$ cat src/rtl/acb_pkg.sv
package acb_pkg;
    localparam int BYTE_W  = 8;
    localparam int DATA_W  = 2 * BYTE_W;
    localparam int IDX_W   = BYTE_W - 1;
    localparam int NCODEC  = 2;
    localparam int SHD_DEP = 2 ** (IDX_W - 1);
    localparam int SHD_AW  = IDX_W - 1;

    localparam logic [1:0] OFS_DLO  = 2'd0;
    localparam logic [1:0] OFS_DHI  = 2'd1;
    localparam logic [1:0] OFS_CMD  = 2'd2;
    localparam logic [1:0] OFS_STAT = 2'd3;

    typedef enum logic {ST_IDLE, ST_WAIT} seq_st_e;

    typedef struct packed {
        seq_st_e             st;
        logic [DATA_W-1:0]   data;
        logic [BYTE_W-1:0]   stat;
        logic [BYTE_W-1:0]   cmd;
        logic                sel;
    } seq_state_t;
endpackage

$ cat src/rtl/acb_presence.sv
module acb_presence
    import acb_pkg::*;
(
    input  logic [NCODEC-1:0] present,
    output logic [BYTE_W-1:0] status
);
    logic [BYTE_W-1:0] bits;
    for (genvar i = 0; i < BYTE_W; i++) begin : g_bit
        if ((i % 2) == 0 && (i / 2) < NCODEC) begin : g_pres
            assign bits[i] = present[i/2];
        end else begin : g_zero
            assign bits[i] = 1'b0;
        end
    end
    assign status = bits;
endmodule

$ cat src/rtl/acb_shadow.sv
module acb_shadow
    import acb_pkg::*;
(
    input  logic              clk,
    input  logic              rst_n,
    input  logic              wr_en,
    input  logic              wr_sel,
    input  logic [IDX_W-1:0]  wr_idx,
    input  logic [DATA_W-1:0] wr_data,
    input  logic              rd_sel,
    input  logic [IDX_W-1:0]  rd_idx,
    output logic [DATA_W-1:0] rd_data
);
    logic [NCODEC-1:0][DATA_W-1:0] rd_word;

    for (genvar c = 0; c < NCODEC; c++) begin : g_codec
        logic [DATA_W-1:0] mem_q [SHD_DEP];
        logic [DATA_W-1:0] mem_d [SHD_DEP];

        always_comb begin
            for (int w = 0; w < SHD_DEP; w++) begin
                mem_d[w] = mem_q[w];
            end
            if (wr_en && (wr_sel == c[0])) begin
                mem_d[wr_idx[IDX_W-1:1]] = wr_data;
            end
        end

        always_ff @(posedge clk) begin
            for (int w = 0; w < SHD_DEP; w++) begin
                if (!rst_n) mem_q[w] <= '0;
                else        mem_q[w] <= mem_d[w];
            end
        end

        assign rd_word[c] = mem_q[rd_idx[IDX_W-1:1]];
    end

    assign rd_data = rd_word[rd_sel];
endmodule

$ cat src/rtl/acb_seq.sv
module acb_seq
    import acb_pkg::*;
(
    input  logic                     clk,
    input  logic                     rst_n,
    input  logic                     host_we,
    input  logic [1:0]               host_addr,
    input  logic [BYTE_W-1:0]        host_wdata,
    input  logic [NCODEC-1:0]        present,
    input  logic [NCODEC-1:0]        cdc_ack,
    input  logic [NCODEC*DATA_W-1:0] cdc_rdata,
    output logic [DATA_W-1:0]        data_out,
    output logic [BYTE_W-1:0]        stat_out,
    output logic [BYTE_W-1:0]        cmd_out,
    output logic                     busy,
    output logic [NCODEC-1:0]        cdc_req,
    output logic                     cdc_wr,
    output logic [IDX_W-1:0]         cdc_idx,
    output logic [DATA_W-1:0]        cdc_wdata,
    output logic                     shd_we,
    output logic                     shd_sel,
    output logic [IDX_W-1:0]         shd_idx,
    output logic [DATA_W-1:0]        shd_wdata
);
    seq_state_t r_q, r_d;
    logic [DATA_W-1:0] resp;
    logic              new_sel;

    assign resp    = cdc_rdata[r_q.sel*DATA_W +: DATA_W];
    assign new_sel = r_q.stat[6];

    always_comb begin
        r_d       = r_q;
        shd_we    = 1'b0;
        shd_wdata = r_q.data;
        unique case (r_q.st)
            ST_IDLE: begin
                if (host_we) begin
                    unique case (host_addr)
                        OFS_DLO:  r_d.data[BYTE_W-1:0]      = host_wdata;
                        OFS_DHI:  r_d.data[DATA_W-1:BYTE_W] = host_wdata;
                        OFS_STAT: r_d.stat[7:6]             = host_wdata[7:6];
                        default: begin
                            if (present[new_sel]) begin
                                r_d.cmd = host_wdata;
                                r_d.sel = new_sel;
                                if (!host_wdata[0]) begin
                                    r_d.st = ST_WAIT;
                                end else if (host_wdata[7]) begin
                                    r_d.data = '0;
                                    r_d.stat[{new_sel, 1'b1}] = 1'b1;
                                end
                            end
                        end
                    endcase
                end
            end
            default: begin
                if (cdc_ack[r_q.sel]) begin
                    r_d.st = ST_IDLE;
                    shd_we = 1'b1;
                    if (r_q.cmd[7]) begin
                        r_d.data  = resp;
                        shd_wdata = resp;
                        r_d.stat[{r_q.sel, 1'b1}] = 1'b1;
                    end
                end
            end
        endcase
    end

    always_ff @(posedge clk) begin
        if (!rst_n) begin
            r_q <= '{st: ST_IDLE, data: '0, stat: '0, cmd: '0, sel: 1'b0};
        end else begin
            r_q <= r_d;
        end
    end

    assign busy      = (r_q.st == ST_WAIT);
    for (genvar c = 0; c < NCODEC; c++) begin : g_req
        assign cdc_req[c] = busy && (r_q.sel == c[0]);
    end
    assign cdc_wr    = !r_q.cmd[7];
    assign cdc_idx   = r_q.cmd[IDX_W-1:0];
    assign cdc_wdata = r_q.data;
    assign shd_sel   = r_q.sel;
    assign shd_idx   = r_q.cmd[IDX_W-1:0];
    assign data_out  = r_q.data;
    assign stat_out  = r_q.stat;
    assign cmd_out   = r_q.cmd;

    assert_one_req_R10: assert property (@(posedge clk) disable iff (!rst_n)
        $onehot0(cdc_req));
    assert_req_hold_R10: assert property (@(posedge clk) disable iff (!rst_n)
        (cdc_req != '0 && (cdc_req & cdc_ack) == '0) |=>
        ($stable(cdc_req) && $stable(cdc_idx) && $stable(cdc_wdata)));
    assert_req_present_R2: assert property (@(posedge clk) disable iff (!rst_n)
        (cdc_req & ~present) == '0);
    assert_even_only_R6: assert property (@(posedge clk) disable iff (!rst_n)
        (cdc_req != '0) |-> !cdc_idx[0]);
    assert_hw_bits_sticky_R7: assert property (@(posedge clk) disable iff (!rst_n)
        1'b1 |=> ((stat_out[5:0] & $past(stat_out[5:0])) == $past(stat_out[5:0])));
    assert_busy_freeze_R9: assert property (@(posedge clk) disable iff (!rst_n)
        (busy && (cdc_req & cdc_ack) == '0) |=>
        ($stable(data_out) && $stable(stat_out) && $stable(cmd_out)));
endmodule

$ cat src/rtl/ac97_cmd_bridge.sv
module ac97_cmd_bridge
    import acb_pkg::*;
(
    input  logic        clk,
    input  logic        rst_n,
    input  logic        host_we,
    input  logic [1:0]  host_addr,
    input  logic [7:0]  host_wdata,
    output logic [7:0]  host_rdata,
    input  logic [1:0]  codec_present,
    output logic [7:0]  present_status,
    output logic        busy,
    output logic [1:0]  cdc_req,
    output logic        cdc_wr,
    output logic [6:0]  cdc_idx,
    output logic [15:0] cdc_wdata,
    input  logic [1:0]  cdc_ack,
    input  logic [31:0] cdc_rdata,
    input  logic        shd_sel,
    input  logic [6:0]  shd_idx,
    output logic [15:0] shd_rdata
);
    logic [DATA_W-1:0] data_w;
    logic [BYTE_W-1:0] stat_w, cmd_w;
    logic              sw_en, sw_sel;
    logic [IDX_W-1:0]  sw_idx;
    logic [DATA_W-1:0] sw_data;

    acb_seq u_seq (
        .clk(clk), .rst_n(rst_n), .host_we(host_we), .host_addr(host_addr),
        .host_wdata(host_wdata), .present(codec_present), .cdc_ack(cdc_ack),
        .cdc_rdata(cdc_rdata), .data_out(data_w), .stat_out(stat_w),
        .cmd_out(cmd_w), .busy(busy), .cdc_req(cdc_req), .cdc_wr(cdc_wr),
        .cdc_idx(cdc_idx), .cdc_wdata(cdc_wdata), .shd_we(sw_en),
        .shd_sel(sw_sel), .shd_idx(sw_idx), .shd_wdata(sw_data)
    );

    acb_shadow u_shadow (
        .clk(clk), .rst_n(rst_n), .wr_en(sw_en), .wr_sel(sw_sel),
        .wr_idx(sw_idx), .wr_data(sw_data), .rd_sel(shd_sel),
        .rd_idx(shd_idx), .rd_data(shd_rdata)
    );

    acb_presence u_presence (
        .present(codec_present),
        .status(present_status)
    );

    always_comb begin
        unique case (host_addr)
            OFS_DLO:  host_rdata = data_w[BYTE_W-1:0];
            OFS_DHI:  host_rdata = data_w[DATA_W-1:BYTE_W];
            OFS_CMD:  host_rdata = cmd_w;
            default:  host_rdata = stat_w;
        endcase
    end
endmodule

$ cat config.mk
export PLATFORM = sky130hd
export DESIGN_NAME = ac97_cmd_bridge
export DESIGN_NICKNAME = d
export VERILOG_FILES = /design/src/rtl/acb_pkg.sv /design/src/rtl/acb_presence.sv /design/src/rtl/acb_shadow.sv /design/src/rtl/acb_seq.sv /design/src/rtl/ac97_cmd_bridge.sv
export SDC_FILE = /design/constraint.sdc
export NUM_CORES = 2
export LEC_CHECK = 0
export BUFFER_PORTS_ARGS = -buffer_cell sky130_fd_sc_hd__buf_2
export CAP_MARGIN = 10
export CORE_MARGIN = 2
export CORE_UTILIZATION = 40
export CTS_CLUSTER_DIAMETER = 150
export DETAILED_ROUTE_END_ITERATION = 16
export PLACE_DENSITY = 0.61
export RECOVER_POWER = 50
export SLEW_MARGIN = 20
export SYNTH_ARGS = -nofsm -noshare
export SYNTH_HDL_FRONTEND = slang
export SYNTH_SLANG_ARGS = --single-unit
$ cat constraint.sdc
create_clock -name clk -period 3.4 [get_ports clk]
set_input_delay 0.17 -clock clk [delete_from_list [all_inputs] [get_ports clk]]
set_output_delay 0.17 -clock clk [all_outputs]
set_load 0.02 [all_outputs]
# Word-level counts from Yosys, hierarchy flattened
# Memories as Yosys holds them, arrays and structs flattened.
# Cells that the tools add are included.
# op_classes
n_shift,1
order_cmp,9
div_mod_pow,0
mux,165
reduce_logical,31
add_sub_neg,0
bitwise,134
n_eq_ne,9
multipliers,0
# ops
cell,n
$mux 16,134
$bwmux 1024,2
$mux 1024,2
$or 1x1->1,128
$demux 16 s6,1
$mux 24,3
$mux 34,2
$mux 25,2
$pmux 8 s2,2
$shiftx 32x6->16,1
$reduce_and 7->1,4
$reduce_bool 3->1,9
$pmux 8 s3,1
$or 8x4->8,2
$mux 15,1
$mux 1,12
$lt 2x4->1 const B,2
$ne 2x1->1 const B,4
$reduce_bool 2->1,4
$ge 7x7->1 const B,1
$logic_and 1x1->1,7
$lt 7x1->1 const B,1
$not 6->7,1
$lt 1x2->1 const B,3
12 further kinds,20
# word_totals
ff_bits,34
mem_count,2
ram_bits,2048
elab_cells,358
input_bits,57
romBits,0
latchBits,0
# memory_table
name,depth,word_bits,read_ports,rd_ports_with_merged_regs,wr,line,source
u_shadow.g_codec[0].mem_q,64,16,65,0,64,acb_shadow.sv:17,logic [DATA_W-1:0] mem_q [SHD_DEP];
u_shadow.g_codec[1].mem_q,64,16,65,0,64,acb_shadow.sv:17,

# Logic depth before layout (Yosys ltp)
# depth
ltp_word,11
depth_mapped,10

# Modules after synthesis
# Synthesis repeated with hierarchy kept, for this count alone.
# hier_totals
hier_cells,10377
hier_area_um2,94752.1
# by_module_without_submodules
module,seq_area_each_um2,area_per_inst_um2,cells_each,n_inst
acb_shadow,40999.3,92277.3,10112,1
acb_seq,600.6,2214.6,246,1
ac97_cmd_bridge,0.0,196.4,10,1
acb_presence,0.0,63.8,9,1

# Worst setup path before layout
# OpenSTA, ideal clock, no wires.
# synth_timing
path_type,in2out
from,input shd_idx[1]
to,output shd_rdata[0]
arrival_time_ps,2644
cell_stages,6
setup_slack_ps,586
path_cell_list,buf_2 buf_1 mux4_2 mux4_2 mux4_2 mux2_2
# synth_via
elab_chain_len,3
# synth_lines
item,line,source
from (decl),ac97_cmd_bridge.sv:20,"input logic [6:0] shd_idx,"
$mem_v2 64x16,-,
$mux 16 (implied by the code) * (2 in series),acb_shadow.sv:39,assign rd_data = rd_word[rd_sel];
to (decl),ac97_cmd_bridge.sv:21,output logic [15:0] shd_rdata
# Mark *: on every way between the ends. The rest lies on a longest branch, timed or not. The select of a mux whose other input is x is not followed.

==> run_results.csv <==
group,metric,value,unit
cts,clockBufferDepth,3,
logic_synthesis,synthDistinctLibCells,37,
critical_path,cp.required,3230,ps
floorplanning,rows,178,
logic_synthesis,syn-cell-area,94200,µm²
floorplanning,die-width,489,µm
run_status,failed_checks,"setup timing",
run_status,status,"finished, violations left",
logic_synthesis,synth-edff-count,0,
cts,numCtsBuffers,212,
grt,grtUsageTotal,26.6,%
logic_synthesis,seq_area_frac_synth,44.1,%
route,drc,0,
sta,max_slew_margin,1.87,%
logic_synthesis,synth_top_area_share,44.1,%
grt,grt_pass1_wl,481000,µm
logic_synthesis,synth_top_flop_cell,"dfxtp_1",
finish,final_nets,10300,
logic_synthesis,yosysWarnings,0,
sta,drv_slew,0,
floorplanning,die_h,489,µm
sta,tightestPinTransition,1470,ps
placed_design,pre_cts_slack,23.8,ps
logic_synthesis,syn_inst,10300,
finish,drive_gt1_share,15.4,%
route,vias_per_cell,5.61,
sta,setup_violations,77,
route,dr_total_vias,75900,
route,wirelength,325000,µm
route,postRouteAntennaNets,0,
power,power.density,482,nW/µm²
floorplanning,io_pins,116,
cts,cts_root_buf,"clkbuf_16",
sta,timing.fmax,271,MHz
finish,layout_common_cells,"3698 x nand2_1, 2061 x dfxtp_1, 1536 x a21boi_0",
finish,final_util,45.7,%
critical_path,endpoint_kind,"output pin",
route,drt_iter0_drc,7861,
finish,syn_to_final_growth,13.9,%
sta,skew,30.7,ps
floorplanning,coreArea,235000,µm²
power,p_leak,34.9,nW
route,dr.pass1.iters,7,
logic_synthesis,synth_area_leaders,"dfxtp_1 44%, mux4_2 16%, nand2_1 15%, a21boi_0 12%, and2_1 3.4%",
cts,clk_pin_slew,60,ps
cts,clock_sinks,2078,
placed_design,dp_hpwl,204000,µm
logic_synthesis,yosys.area.top_type,"dfxtp_1",
worst_hold_path,holdCritPathClass,"input pin to flip-flop",
placed_design,dp.cells,13100,
critical_path,crit_fanout,2,
grt,overflow,0,
critical_path,cp-start-kind,"flip-flop",
logic_synthesis,postSynthAreaPerCell,9.12,µm²
grt,antenna_found_initial,28,
logic_synthesis,async_reset_ff_share,0,%
placed_design,port_buffers,108,
sta,finalSetupTns,-5980,ps
sta,rsz0062_at_grt,"yes",
critical_path,arrival,3520,ps
sta,finalCritPeriodShare,108,%
route,avgRoutedWirePerCell,24.0,µm
cts,clkLatencyLatePin,880,ps
floorplanning,dieArea,239000,µm²
cts,htreeDepth,4,
sta,hold_viol,0,
logic_synthesis,synth-seq-cells,2078,
power,peakVddDrop,515,µV
sta,min_period,3690,ps
run,maxCapViolations,0,
floorplanning,initial_core_util,40.1,%
sta,finalWorstSetupSlack,-286,ps
critical_path,crit_type,"flip-flop to output pin",
finish,mostFrequentLayoutCell,"nand2_1",
grt,grt_pass1_vias,74200,
cts,cts_tree,"done",
placed_design,place.gp.congestion,0.898,
grt,grt_max_degree,204,
finish,fin_cells,13500,
==> report_power, final <==
part	internal, W	total [W]	switching (W)
sequential	0.0244	0.0244	0.0000364
combinational	0.000931	0.00264	0.00171
clock	0.0144	0.0247	0.0103
total	0.0397	0.0517	0.0121
==> through the flow <==
step	area (µm²)	power (W)	hold WS [ps]
global placement	99500	0.0275	445
finish	107000	0.0517	150
global route	107000	0.0531	140
CTS	108000	0.0520	42.9
floorplan	94200	0.0265	339
detailed placement	99600	0.0275	453
==> logic make-up (layout without fill, tap and decap cells) <==
| logic type | Yosys count | count (layout) | share of synthesized area, % |
|---|---|---|---|
| and+or+nand+nor | 4438 | 4438 | 19.3 |
| AOI/OAI and AO/OA | 2098 | 2098 | 15.4 |
| DFF | 2078 | 2078 | 44.1 |
| buffers and inverters | 955 | 994 | 4.08 |
| muxes | 752 | 752 | 17.0 |
| adders and majority gates | 5 | 5 | 0.0664 |
| other | 1 | 12 | 0.00398 |
==> cell type report <==
class | instances | area [µm²]
Timing Repair Buffer | 592 | 5120
Sequential cell | 2078 | 41600
Tap cell | 3150 | 3940
Inverter | 10 | 37.5
Clock inverter | 77 | 1100
Clock buffer | 315 | 6280
Multi-Input combinational cell | 7299 | 49200
Antenna cell | 6 | 15.0
Fill cell | 21900 | 127000
==> layer usage <==
layer  up-vias  routed length (µm)  global-route usage [%]
li1      34500                   -                       -
met1     37400              130000                    34.2
met2      3201              149000                    42.8
met3       784               25800                    4.48
met4         6               19400                    14.6
met5         -                  60                       0
==> Yosys cell counts, types with 3 or more instances <==
library cell	instances
nand3_1	53
and3b_1	7
mux4_2	672
and3_1	4
dfxtp_1	2078
ha_1	5
a222oi_1	8
or3b_2	6
clkbuf_1	789
a21oi_1	3
buf_4	29
nor3b_1	6
nand2_1	3698
mux2i_1	30
a21boi_0	1536
nor2_1	118
and2_1	518
o211a_1	17
buf_1	19
mux2_2	50
nor2b_1	14
a22oi_1	15
buf_2	105
inv_1	10
buf_6	3
o21ai_0	512
nand3b_1	7
==> worst paths after layout <==
path / from / slack (ps) / cells after the start / end
worst max register to register: u_seq.cmd_out[2]$_SDFFE_PN0P_ / -110 / 8 / u_shadow.g_codec[1].mem_q[30][10]$_SDFFE_PN0P_
worst max-delay path: u_shadow.g_codec[0].mem_q[29][4]$_SDFFE_PN0P_ / -290 / 5 / shd_rdata[4]
worst min register to register: u_shadow.g_codec[0].mem_q[37][7]$_SDFFE_PN0P_ / 460 / 2 / u_shadow.g_codec[0].mem_q[37][7]$_SDFFE_PN0P_
worst min-delay path: codec_present[1] / 150 / 6 / u_seq.stat_out[3]$_SDFFE_PN0P_
==> registers in the layout, indices dropped and copies added (netlist names) <==
signal / cells
u_seq.cmd_out: 8
u_seq.cdc_wdata: 16
u_seq.stat_out: 4
u_seq.shd_sel: 1
u_seq.busy: 1
u_shadow.g_codec.mem_q: 2048
==> critical path, stage by stage (launching register included) <==
cell     delay, ps
dfxtp_2        330
mux4_2         520
mux4_2         610
mux4_2         640
mux2_4         380
buf_6          150
==> timing repair <==
action,in CTS,in global routing
pin swaps,0,0
resized for setup,44,6
setup endpoints to repair,16,16
hold buffers,54,0
setup buffers,1,0
hold endpoints to repair,82,0
Note: power is estimated with default switching activity, not from simulation.
